## config.mk

```make
export PLATFORM = sky130hd
export DESIGN_NAME = pio3_core
export DESIGN_NICKNAME = d
export VERILOG_FILES = /design/src/rtl/pio3_pkg.sv /design/src/rtl/pio3_sync.sv /design/src/rtl/pio3_hs.sv /design/src/rtl/pio3_core.sv
export SDC_FILE = /design/constraint.sdc
export NUM_CORES = 1
export LEC_CHECK = 0
export BUFFER_PORTS_ARGS = -buffer_cell sky130_fd_sc_hd__buf_2
export CORE_UTILIZATION = 50
export CTS_CLUSTER_DIAMETER = 100
export DETAILED_ROUTE_END_ITERATION = 7
export GPL_ROUTABILITY_DRIVEN = 0
export GPL_TIMING_DRIVEN = 0
export MAX_ROUTING_LAYER = met4
export PLACE_DENSITY_LB_ADDON = 0.1
export REMOVE_ABC_BUFFERS = 1
export SETUP_SLACK_MARGIN = 0.4
export SLEW_MARGIN = 20
export SYNTH_ARGS = -nofsm -noshare
export SYNTH_HDL_FRONTEND = slang
export SYNTH_SLANG_ARGS = --single-unit
```

## constraint.sdc

```tcl
create_clock -name clk -period 2.7 [get_ports clk]
set_input_delay 0 -clock clk [delete_from_list [all_inputs] [get_ports clk]]
set_output_delay 0 -clock clk [all_outputs]
set_load 0.03 [all_outputs]
```

## src/rtl/pio3_pkg.sv

```systemverilog
package pio3_pkg;
  localparam int PIO_W   = 8;
  localparam int ADDR_W  = 2;

  localparam logic [ADDR_W-1:0] ADR_A   = 2'd0;
  localparam logic [ADDR_W-1:0] ADR_B   = 2'd1;
  localparam logic [ADDR_W-1:0] ADR_C   = 2'd2;
  localparam logic [ADDR_W-1:0] ADR_CTL = 2'd3;

  // port C roles in strobed mode
  localparam int PC_IRQ_B  = 0;
  localparam int PC_FLAG_B = 1;
  localparam int PC_HS_B   = 2;
  localparam int PC_IRQ_A  = 3;
  localparam int PC_STB_A  = 4;
  localparam int PC_IBF_A  = 5;
  localparam int PC_ACK_A  = 6;
  localparam int PC_OBF_A  = 7;

  typedef struct packed {
    logic a_strb;
    logic a_in;
    logic cu_in;
    logic b_strb;
    logic b_in;
    logic cl_in;
  } pio3_cfg_t;

  localparam pio3_cfg_t CFG_RESET = '{a_strb: 1'b0, a_in: 1'b1, cu_in: 1'b1,
                                      b_strb: 1'b0, b_in: 1'b1, cl_in: 1'b1};

  function automatic pio3_cfg_t cfg_decode(input logic [PIO_W-1:0] d);
    pio3_cfg_t c;
    c.a_strb = d[5];
    c.a_in   = d[4];
    c.cu_in  = d[3];
    c.b_strb = d[2];
    c.b_in   = d[1];
    c.cl_in  = d[0];
    return c;
  endfunction

  function automatic logic [PIO_W-1:0] cfg_encode(input pio3_cfg_t c);
    return {2'b10, c.a_strb, c.a_in, c.cu_in, c.b_strb, c.b_in, c.cl_in};
  endfunction
endpackage

```

## src/rtl/pio3_sync.sv

```systemverilog
module pio3_sync #(
  parameter int W = 8,
  parameter int STAGES = 1,
  parameter logic [W-1:0] RST_VAL = '0
) (
  input  logic         clk,
  input  logic         rst,
  input  logic [W-1:0] d,
  output logic [W-1:0] q
);
  logic [W-1:0] stg [STAGES];

  for (genvar i = 0; i < STAGES; i++) begin : g_stg
    if (i == 0) begin : g_first
      always_ff @(posedge clk) begin
        if (rst) stg[0] <= RST_VAL;
        else     stg[0] <= d;
      end
    end else begin : g_next
      always_ff @(posedge clk) begin
        if (rst) stg[i] <= RST_VAL;
        else     stg[i] <= stg[i-1];
      end
    end
  end

  assign q = stg[STAGES-1];
endmodule

```

## src/rtl/pio3_hs.sv

```systemverilog
module pio3_hs (
  input  logic clk,
  input  logic rst,
  input  logic clr,
  input  logic en,
  input  logic dir_in,
  input  logic evt,
  input  logic rd,
  input  logic wr,
  output logic full,
  output logic pend
);
  always_ff @(posedge clk) begin
    if (rst || clr) begin
      full <= 1'b0;
      pend <= 1'b0;
    end else if (en) begin
      if (dir_in) begin
        if (evt) begin
          full <= 1'b1;
          pend <= 1'b1;
        end else if (rd) begin
          full <= 1'b0;
          pend <= 1'b0;
        end
      end else begin
        if (wr) begin
          full <= 1'b1;
          pend <= 1'b0;
        end else if (evt) begin
          full <= 1'b0;
          pend <= 1'b1;
        end
      end
    end
  end
endmodule

```

## src/rtl/pio3_core.sv

```systemverilog
module pio3_core
  import pio3_pkg::*;
#(
  parameter int SYNC_STAGES = 1
) (
  input  logic              clk,
  input  logic              rst,
  input  logic [ADDR_W-1:0] addr,
  input  logic [PIO_W-1:0]  wdata,
  input  logic              wr_stb,
  input  logic              rd_stb,
  output logic [PIO_W-1:0]  rdata,
  input  logic [PIO_W-1:0]  pa_in,
  output logic [PIO_W-1:0]  pa_out,
  output logic              pa_oe,
  input  logic [PIO_W-1:0]  pb_in,
  output logic [PIO_W-1:0]  pb_out,
  output logic              pb_oe,
  input  logic [PIO_W-1:0]  pc_in,
  output logic [PIO_W-1:0]  pc_out,
  output logic [PIO_W-1:0]  pc_oe,
  output logic              irq_a,
  output logic              irq_b
);
  localparam int HALF = PIO_W / 2;

  pio3_cfg_t        cfg_q;
  logic [PIO_W-1:0] a_lat, b_lat, c_lat, a_cap, b_cap;
  logic [PIO_W-1:0] pa_s, pb_s, pc_s, pc_prev, pc_fall;
  logic [PIO_W-1:0] pc_drv, pc_en, pc_rd;
  logic             wr_ctl, mode_wr, bsr_wr;
  logic             wr_a, wr_b, rd_a, rd_b;
  logic             evt_a, evt_b, full_a, full_b, pend_a, pend_b;
  logic             inte_a, inte_b, irq_a_w, irq_b_w;

  pio3_sync #(.W(PIO_W), .STAGES(SYNC_STAGES), .RST_VAL('0)) u_sync_a (
    .clk(clk), .rst(rst), .d(pa_in), .q(pa_s));
  pio3_sync #(.W(PIO_W), .STAGES(SYNC_STAGES), .RST_VAL('0)) u_sync_b (
    .clk(clk), .rst(rst), .d(pb_in), .q(pb_s));
  pio3_sync #(.W(PIO_W), .STAGES(SYNC_STAGES), .RST_VAL('1)) u_sync_c (
    .clk(clk), .rst(rst), .d(pc_in), .q(pc_s));

  assign wr_ctl  = wr_stb && (addr == ADR_CTL);
  assign mode_wr = wr_ctl && wdata[PIO_W-1];
  assign bsr_wr  = wr_ctl && !wdata[PIO_W-1];
  assign wr_a    = wr_stb && (addr == ADR_A);
  assign wr_b    = wr_stb && (addr == ADR_B);
  assign rd_a    = rd_stb && (addr == ADR_A);
  assign rd_b    = rd_stb && (addr == ADR_B);

  assign pc_fall = pc_prev & ~pc_s;
  assign evt_a   = cfg_q.a_in ? pc_fall[PC_STB_A] : pc_fall[PC_ACK_A];
  assign evt_b   = pc_fall[PC_HS_B];

  always_ff @(posedge clk) begin
    if (rst) begin
      cfg_q   <= CFG_RESET;
      a_lat   <= '0;
      b_lat   <= '0;
      c_lat   <= '0;
      pc_prev <= '1;
    end else begin
      pc_prev <= pc_s;
      if (mode_wr) begin
        cfg_q <= cfg_decode(wdata);
        a_lat <= '0;
        b_lat <= '0;
        c_lat <= '0;
      end else begin
        if (bsr_wr)                 c_lat[wdata[3:1]] <= wdata[0];
        if (wr_a)                   a_lat <= wdata;
        if (wr_b)                   b_lat <= wdata;
        if (wr_stb && addr == ADR_C) c_lat <= wdata;
      end
    end
  end

  always_ff @(posedge clk) begin
    if (rst) begin
      a_cap <= '0;
      b_cap <= '0;
    end else begin
      if (evt_a && cfg_q.a_strb && cfg_q.a_in) a_cap <= pa_s;
      if (evt_b && cfg_q.b_strb && cfg_q.b_in) b_cap <= pb_s;
    end
  end

  pio3_hs u_hs_a (
    .clk(clk), .rst(rst), .clr(mode_wr), .en(cfg_q.a_strb), .dir_in(cfg_q.a_in),
    .evt(evt_a), .rd(rd_a), .wr(wr_a), .full(full_a), .pend(pend_a));
  pio3_hs u_hs_b (
    .clk(clk), .rst(rst), .clr(mode_wr), .en(cfg_q.b_strb), .dir_in(cfg_q.b_in),
    .evt(evt_b), .rd(rd_b), .wr(wr_b), .full(full_b), .pend(pend_b));

  assign inte_a  = cfg_q.a_in ? c_lat[PC_STB_A] : c_lat[PC_ACK_A];
  assign inte_b  = c_lat[PC_HS_B];
  assign irq_a_w = cfg_q.a_strb && pend_a && inte_a;
  assign irq_b_w = cfg_q.b_strb && pend_b && inte_b;

  always_comb begin
    pc_drv = c_lat;
    pc_en  = {{HALF{~cfg_q.cu_in}}, {HALF{~cfg_q.cl_in}}};
    if (cfg_q.b_strb) begin
      pc_en[PC_IRQ_B]  = 1'b1;
      pc_drv[PC_IRQ_B] = irq_b_w;
      pc_en[PC_FLAG_B] = 1'b1;
      pc_drv[PC_FLAG_B] = cfg_q.b_in ? full_b : ~full_b;
      pc_en[PC_HS_B]   = 1'b0;
    end
    if (cfg_q.a_strb) begin
      pc_en[PC_IRQ_A]  = 1'b1;
      pc_drv[PC_IRQ_A] = irq_a_w;
      if (cfg_q.a_in) begin
        pc_en[PC_STB_A]  = 1'b0;
        pc_en[PC_IBF_A]  = 1'b1;
        pc_drv[PC_IBF_A] = full_a;
      end else begin
        pc_en[PC_ACK_A]  = 1'b0;
        pc_en[PC_OBF_A]  = 1'b1;
        pc_drv[PC_OBF_A] = ~full_a;
      end
    end
  end

  assign pc_rd = (pc_en & pc_drv) | (~pc_en & pc_s);

  always_ff @(posedge clk) begin
    if (rst) begin
      rdata <= '0;
    end else if (rd_stb) begin
      unique case (addr)
        ADR_A:   rdata <= !cfg_q.a_in ? a_lat : (cfg_q.a_strb ? a_cap : pa_s);
        ADR_B:   rdata <= !cfg_q.b_in ? b_lat : (cfg_q.b_strb ? b_cap : pb_s);
        ADR_C:   rdata <= pc_rd;
        default: rdata <= cfg_encode(cfg_q);
      endcase
    end
  end

  assign pa_out = a_lat;
  assign pa_oe  = ~cfg_q.a_in;
  assign pb_out = b_lat;
  assign pb_oe  = ~cfg_q.b_in;
  assign pc_out = pc_drv;
  assign pc_oe  = pc_en;
  assign irq_a  = irq_a_w;
  assign irq_b  = irq_b_w;
endmodule

```

== After elaboration in Yosys (flattened, before gate mapping) ==
Memories as Yosys holds them, arrays and structs flattened.
Cells that the tools add are included.

* Register bits: 65
* Word-level logic and storage cells: 116
* Bits of input ports: 38
* Bits in read-only memories: 0
* Memories kept: 3
* Bits in writable memories: 24
* Bits in latches: 0

* Multiplexer cells: 48
* Reduce and logical (&&, ||, !) cells: 29
* Shifts and indexed selects: 0
* $lt $le $gt $ge: 2
* Divide/modulo/power cells: 0
* Add/subtract/negate cells: 0
* Multiply operators: 0
* Bitwise logic cells: 12
* Equality and inequality tests: 5

{| class="wikitable"
|+ Memories
! name !! depth !! bits a word !! rd ports !! clocked after Yosys merged registers in !! wr ports !! line !! RTL
|-
| u_sync_a.stg || 1 || 8 || 1 || 0 || 1 || pio3_sync.sv:11 || <nowiki>logic [W-1:0] stg [STAGES];</nowiki>
|-
| u_sync_b.stg || 1 || 8 || 1 || 0 || 1 || pio3_sync.sv:11 ||
|-
| u_sync_c.stg || 1 || 8 || 1 || 0 || 1 || pio3_sync.sv:11 ||
|}

{| class="wikitable"
|+ Operator list
! cell !! count
|-
| 8-bit 2-to-1 mux || 9
|-
| 1-bit 2-to-1 mux || 31
|-
| 8-bit case mux with 3 select lines || 1
|-
| 8-bit OR reduction || 3
|-
| 1-bit logical AND || 17
|-
| 8-bit bitwise AND || 2
|-
| 8-bit bitwise mux || 1
|-
| 8-bit NOT || 1
|-
| 8-bit OR || 1
|-
| 7-bit bitwise AND || 1
|-
| 7-bit NOT || 1
|-
| 2-bit 2-to-1 mux || 3
|-
| 3-bit by 1-bit != test with 1-bit output, second input constant || 2
|-
| 1-bit NOT || 6
|-
| 3-bit AND reduction || 2
|-
| 3-bit nonzero test || 2
|-
| 5-bit 2-to-1 mux || 1
|-
| 2-bit equality test, second input constant || 2
|-
| 3-bit by 4-bit < comparator with 1-bit output, second input constant || 1
|-
| 1-bit demux with 3-bit select || 1
|-
| 3-bit by 1-bit >= comparator with 1-bit output, second input constant || 1
|-
| 3-bit 2-to-1 mux || 1
|-
| 2-bit by 1-bit equality test with 1-bit output, second input constant || 1
|-
| 2-bit logical NOT || 1
|-
| 4 further kinds || 4
|}

== Logic depth before layout (Yosys ltp) ==
* Word-level depth: 7
* Depth in mapped cells: 7
* Mapped depth without buffers: 5

== Cells and area by module ==
Synthesis repeated with hierarchy kept, for this count alone.

* Cell total of the unflattened synthesis: 459
* Area, all modules: 3,932.5 sq um

{| class="wikitable"
|+ Modules (own cells, without submodules)
! module !! area each (sq um) !! cells each !! times used
|-
| pio3_core || 3,064.2 || 381 || 1
|-
| pio3_sync || 210.2 || 16 || 3
|-
| pio3_hs || 118.9 || 15 || 2
|}

== Worst setup path after synthesis ==
Ideal clock, no wire load.

* Path type: reg-to-reg
* Start point: reg cfg_q[4] (netlist bit)
* End point: reg rdata[6]
* Buffers on the path: 0
* Stages on the path, launching flop included: 6
* Setup time: 0.128 ns
* Arrival time: 1.879 ns
* Period minus slack after synthesis: 2.007 ns
* Required time: 2.572 ns
* Path slack: 0.693 ns
* Path through: dfxtp_1 -> inv_1 -> a21oi_1 -> mux2_2 -> a211oi_1 -> o22ai_1

* Longest elaborated chain between the ends: 6
* Elaborated cells between the ends (all ways): 8
* Those cells by class: mux: 4; bitwise: 4

{| class="wikitable"
|+ RTL lines
! element !! line !! RTL
|-
| start, declared || pio3_core.sv:27 || <nowiki>pio3_cfg_t cfg_q;</nowiki>
|-
| start signal, assigned || pio3_core.sv:65 || <nowiki>cfg_q <= cfg_decode(wdata);</nowiki>
|-
| 2-bit 2-to-1 mux * || pio3_core.sv:113 || <nowiki>if (cfg_q.a_in) begin</nowiki>
|-
| 5-bit 2-to-1 mux * || pio3_core.sv:110 || <nowiki>if (cfg_q.a_strb) begin</nowiki>
|-
| via pc_oe[6] || pio3_core.sv:21 || <nowiki>output logic [PIO_W-1:0] pc_oe,</nowiki>
|-
| 8-bit NOT || pio3_core.sv:125 || <nowiki>assign pc_rd = (pc_en & pc_drv) | (~pc_en & pc_s);</nowiki>
|-
| 8-bit bitwise AND || pio3_core.sv:125 ||
|-
| 8-bit OR * || pio3_core.sv:125 ||
|-
| 8-bit case mux with 3 select lines * || pio3_core.sv:131 || <nowiki>unique case (addr)</nowiki>
|-
| end signal, assigned || pio3_core.sv:132 || <nowiki>ADR_A: rdata <= !cfg_q.a_in ? a_lat : (cfg_q.a_strb ? a_cap : pa_s);</nowiki>
|-
| end signal, assigned || pio3_core.sv:133 || <nowiki>ADR_B: rdata <= !cfg_q.b_in ? b_lat : (cfg_q.b_strb ? b_cap : pb_s);</nowiki>
|-
| end signal, assigned || pio3_core.sv:134 || <nowiki>ADR_C: rdata <= pc_rd;</nowiki>
|-
| end, declared || pio3_core.sv:12 || <nowiki>output logic [PIO_W-1:0] rdata,</nowiki>
|}

Mark *: on every way through the listed nets, which the timed path passes. The rest lies on a longest branch.
A chain may end at the register's enable or synchronous reset.

== Final worst setup path ==
* Start point: reg cfg_q[5] (netlist bit)
* End point: reg rdata[5]

* Longest elaborated chain between the ends: 5
* Elaborated cells between the ends (all ways): 9
* Those cells by class: mux: 5; bitwise: 4

{| class="wikitable"
|+ RTL lines
! element !! line
|-
| 5-bit 2-to-1 mux || pio3_core.sv:110
|-
| 8-bit NOT || pio3_core.sv:125
|-
| 8-bit bitwise AND || pio3_core.sv:125
|-
| 8-bit OR || pio3_core.sv:125
|-
| 8-bit case mux with 3 select lines * || pio3_core.sv:131
|}

Every way passes the cells marked *; elsewhere a longest branch is shown, timed or not.

==> summary.txt <==
Outcome -> finished, final reports clean
Final cell count without fillers -> 659
Cell Area, Synth -> 3837 um^2
Power per standard cell area -> 571.6 nW/um^2
Top cell type's share of synthesized area -> 44.34%
CP peak stage delay -> 0.85 ns
Clk_skew -> 0.009256 ns
Vias in the first global route -> 3,125
Worst path most repeated cell -> a211oi_1
Total power -> 2.693 mW
Max IR drop VDD -> 324.4 uV
Clock Latency Late Sink -> 0.35 ns
Setup Buffers After CTS -> 0
Drt pass-1 iters -> 5
Final period util -> 80.95%
Final setup fails -> 0
CTS root buf -> clkbuf_8
Netlist cell types -> 43
Max_slew headroom -> 31.97%
Post-synth EDFFs -> 0
Worst EP arrival -> 2.43 ns
Die Wd -> 89.61 um
Top cells by area, synth -> dfxtp_1, nand2_1, mux2i_1
Fin. Hold Viols -> 0
Cell count after synthesis -> 471
Most frequent cell after synthesis -> nand2_1
Part of the Yosys area used for sequential elements -> 44.34%
Yosys top cell by area -> dfxtp_1
Hold Crit Class -> in -> reg
Gr ovfl total -> 0
Slowest-stage cell, CP -> dfxtp_1
Ys flop type -> dfxtp_1
Clock sinks -> 85
CTS clk-pin slew, worst paths -> 0.08 ns
Avg Inst Size Synth -> 8.147 um^2
Hold WS -> 0.02200 ns
H-tree depth -> 3
Leakage -> 1.992 nW
Least-Margin Pin Slew -> 1.020 ns
CP Buf/Inv Count -> 0
#FFs+latches synth -> 85
Core ar. -> 7331 um^2
Die Ht -> 89.61 um
Min Tclk post-route -> 2.186 ns
Fin nets -> 593
Via count -> 3,628
Max-Cap Viols -> 0
DRT antenna net count -> 0
Fin Setup TNS -> 0 ns
Global-route wire length before repair -> 15,840 um
Synth warnings -> 0
ANT cells -> 0
Routed len/inst -> 15.65 um
Gr usage total -> 27.45%
I/O Buffers -> 81
IO Pins -> 82
Starting Density -> 52.35%
Final HPWL DP -> 6944 um
Area of the die -> 8029 um^2
Largest net degree at the start of global routing -> 61
Post-synth top cells -> nand2_1, dfxtp_1, a21oi_1, nor2_1, mux2i_1
Worst EP required -> 2.94 ns
CP top delay family -> flip-flops
Layout cells sized above 1 -> 21.07%
Dpl cells -> 614
CP cell instances -> nand2_1 -> a211oi_1 -> a211oi_1 -> nor4_1
Row count -> 31
Clock tree buffer depth -> 2
Crit start category -> register
Initial antenna violation count -> 0
DRT Wirelength -> 10,320 um
Worst setup EP type -> register
Final cell utilization of the core -> 64.28%
Slew Viols, Final -> 0
RSZ-0062 raised after global routing -> no
Fmax -> 457.5 MHz
Area growth from synthesis to layout -> 22.79%
Post-route DRC -> 0
Vias per cell -> 5.505
Synth async-reset ratio -> 0%
DRT iter0 DRCs -> 219
CTS tree -> yes
Setup CP Type -> reg -> reg
CTS buffer count -> 9
CP max FO -> 18
cell families (layout without fill, tap and decap cells):
kind of cell	Yosys count	in the layout	share of synthesized area, %
simple gates	195	195	24.06
compound gates	110	110	17.02
flops	85	85	44.34
buf+inv	46	135	5.347
mux	34	34	8.999
xor+xnor	1	1	0.2283
worst min-delay path: stages:
cell	delay, ns
buf_2	0.18
nand2_1	0.08
a21oi_1	0.05
report_power, final:
group,internal [mW],switching [mW]
logic,0.140,0.211
clock network,0.524,0.479
registers,1.30,0.0413
sequential cells by signal, indices dropped and copies added, names as in the netlist:
signal        flops
c_lat             8
u_sync_c.stg      8
a_cap             8
rdata             8
pc_prev           3
u_hs_b.pend       1
u_hs_b.full       1
u_sync_a.stg      8
u_hs_a.pend       1
u_hs_a.full       1
u_sync_b.stg      8
cfg_q             6
b_cap             8
pb_out            8
pa_out            8
stage by stage:
stage               area [um^2]  setup slack (ns)
floorplan                  3666            0.2416
global placement           4195            0.4635
detailed placement         4195            0.4237
CTS                        4710            0.4140
global route               4712            0.4057
finish                     4712            0.5144
repair_timing:
action / CTS / global route
hold endpoints to repair: 34 / 0
gates resized for setup: 0 / 2
endpoints found under the setup margin: 0 / 19
hold buffers: 29 / 0
layout by cell type, fill, tap and decap left out, types with 5 or more instances in the layout:
cell / n
nand2_1: 88
dfxtp_1: 83
buf_2: 81
a21oi_1: 59
nor2_1: 35
mux2i_1: 30
dlygate4sd3_1: 29
nor2b_1: 21
o21ai_0: 15
or2_2: 13
nand3_1: 11
clkbuf_8: 9
inv_1: 8
a211oi_1: 8
nand3b_1: 6
nand2b_1: 5
path summary, 6_finish.rpt:
path | slack [ns] | endpoint | startpoint | cells after the start
max | 0.51 | rdata[5] | cfg_q[5] | 4
min | 0.02 | pa_out[1] | wdata[1] | 3
max reg2reg | 0.51 | rdata[5] | cfg_q[5] | 4
min reg2reg | 0.46 | a_cap[2] | a_cap[2] | 2
final cells by class:
type                    count  area (um^2)
clock buffers               9        123.9
clock inverters             7        100.1
fillers                   646         2619
inverters                   9        33.78
multi-input cells         340         1931
flip-flops and latches     85         1704
well taps                  99        123.9
repair buffers            110        695.7
layer usage:
layer | wire [um] | GRT usage [%] | vias to the layer above | share of wire (%)
met4 | 222 | 10.68 | 0 | 2.2
met1 | 4715 | 36.25 | 1693 | 46
met2 | 4759 | 41.53 | 135 | 46
met5 | 0 | - | - | 0
met3 | 619 | 5.210 | 18 | 6.0
li1 | - | - | 1782 | -
Note: power is estimated with default switching activity, not from simulation.
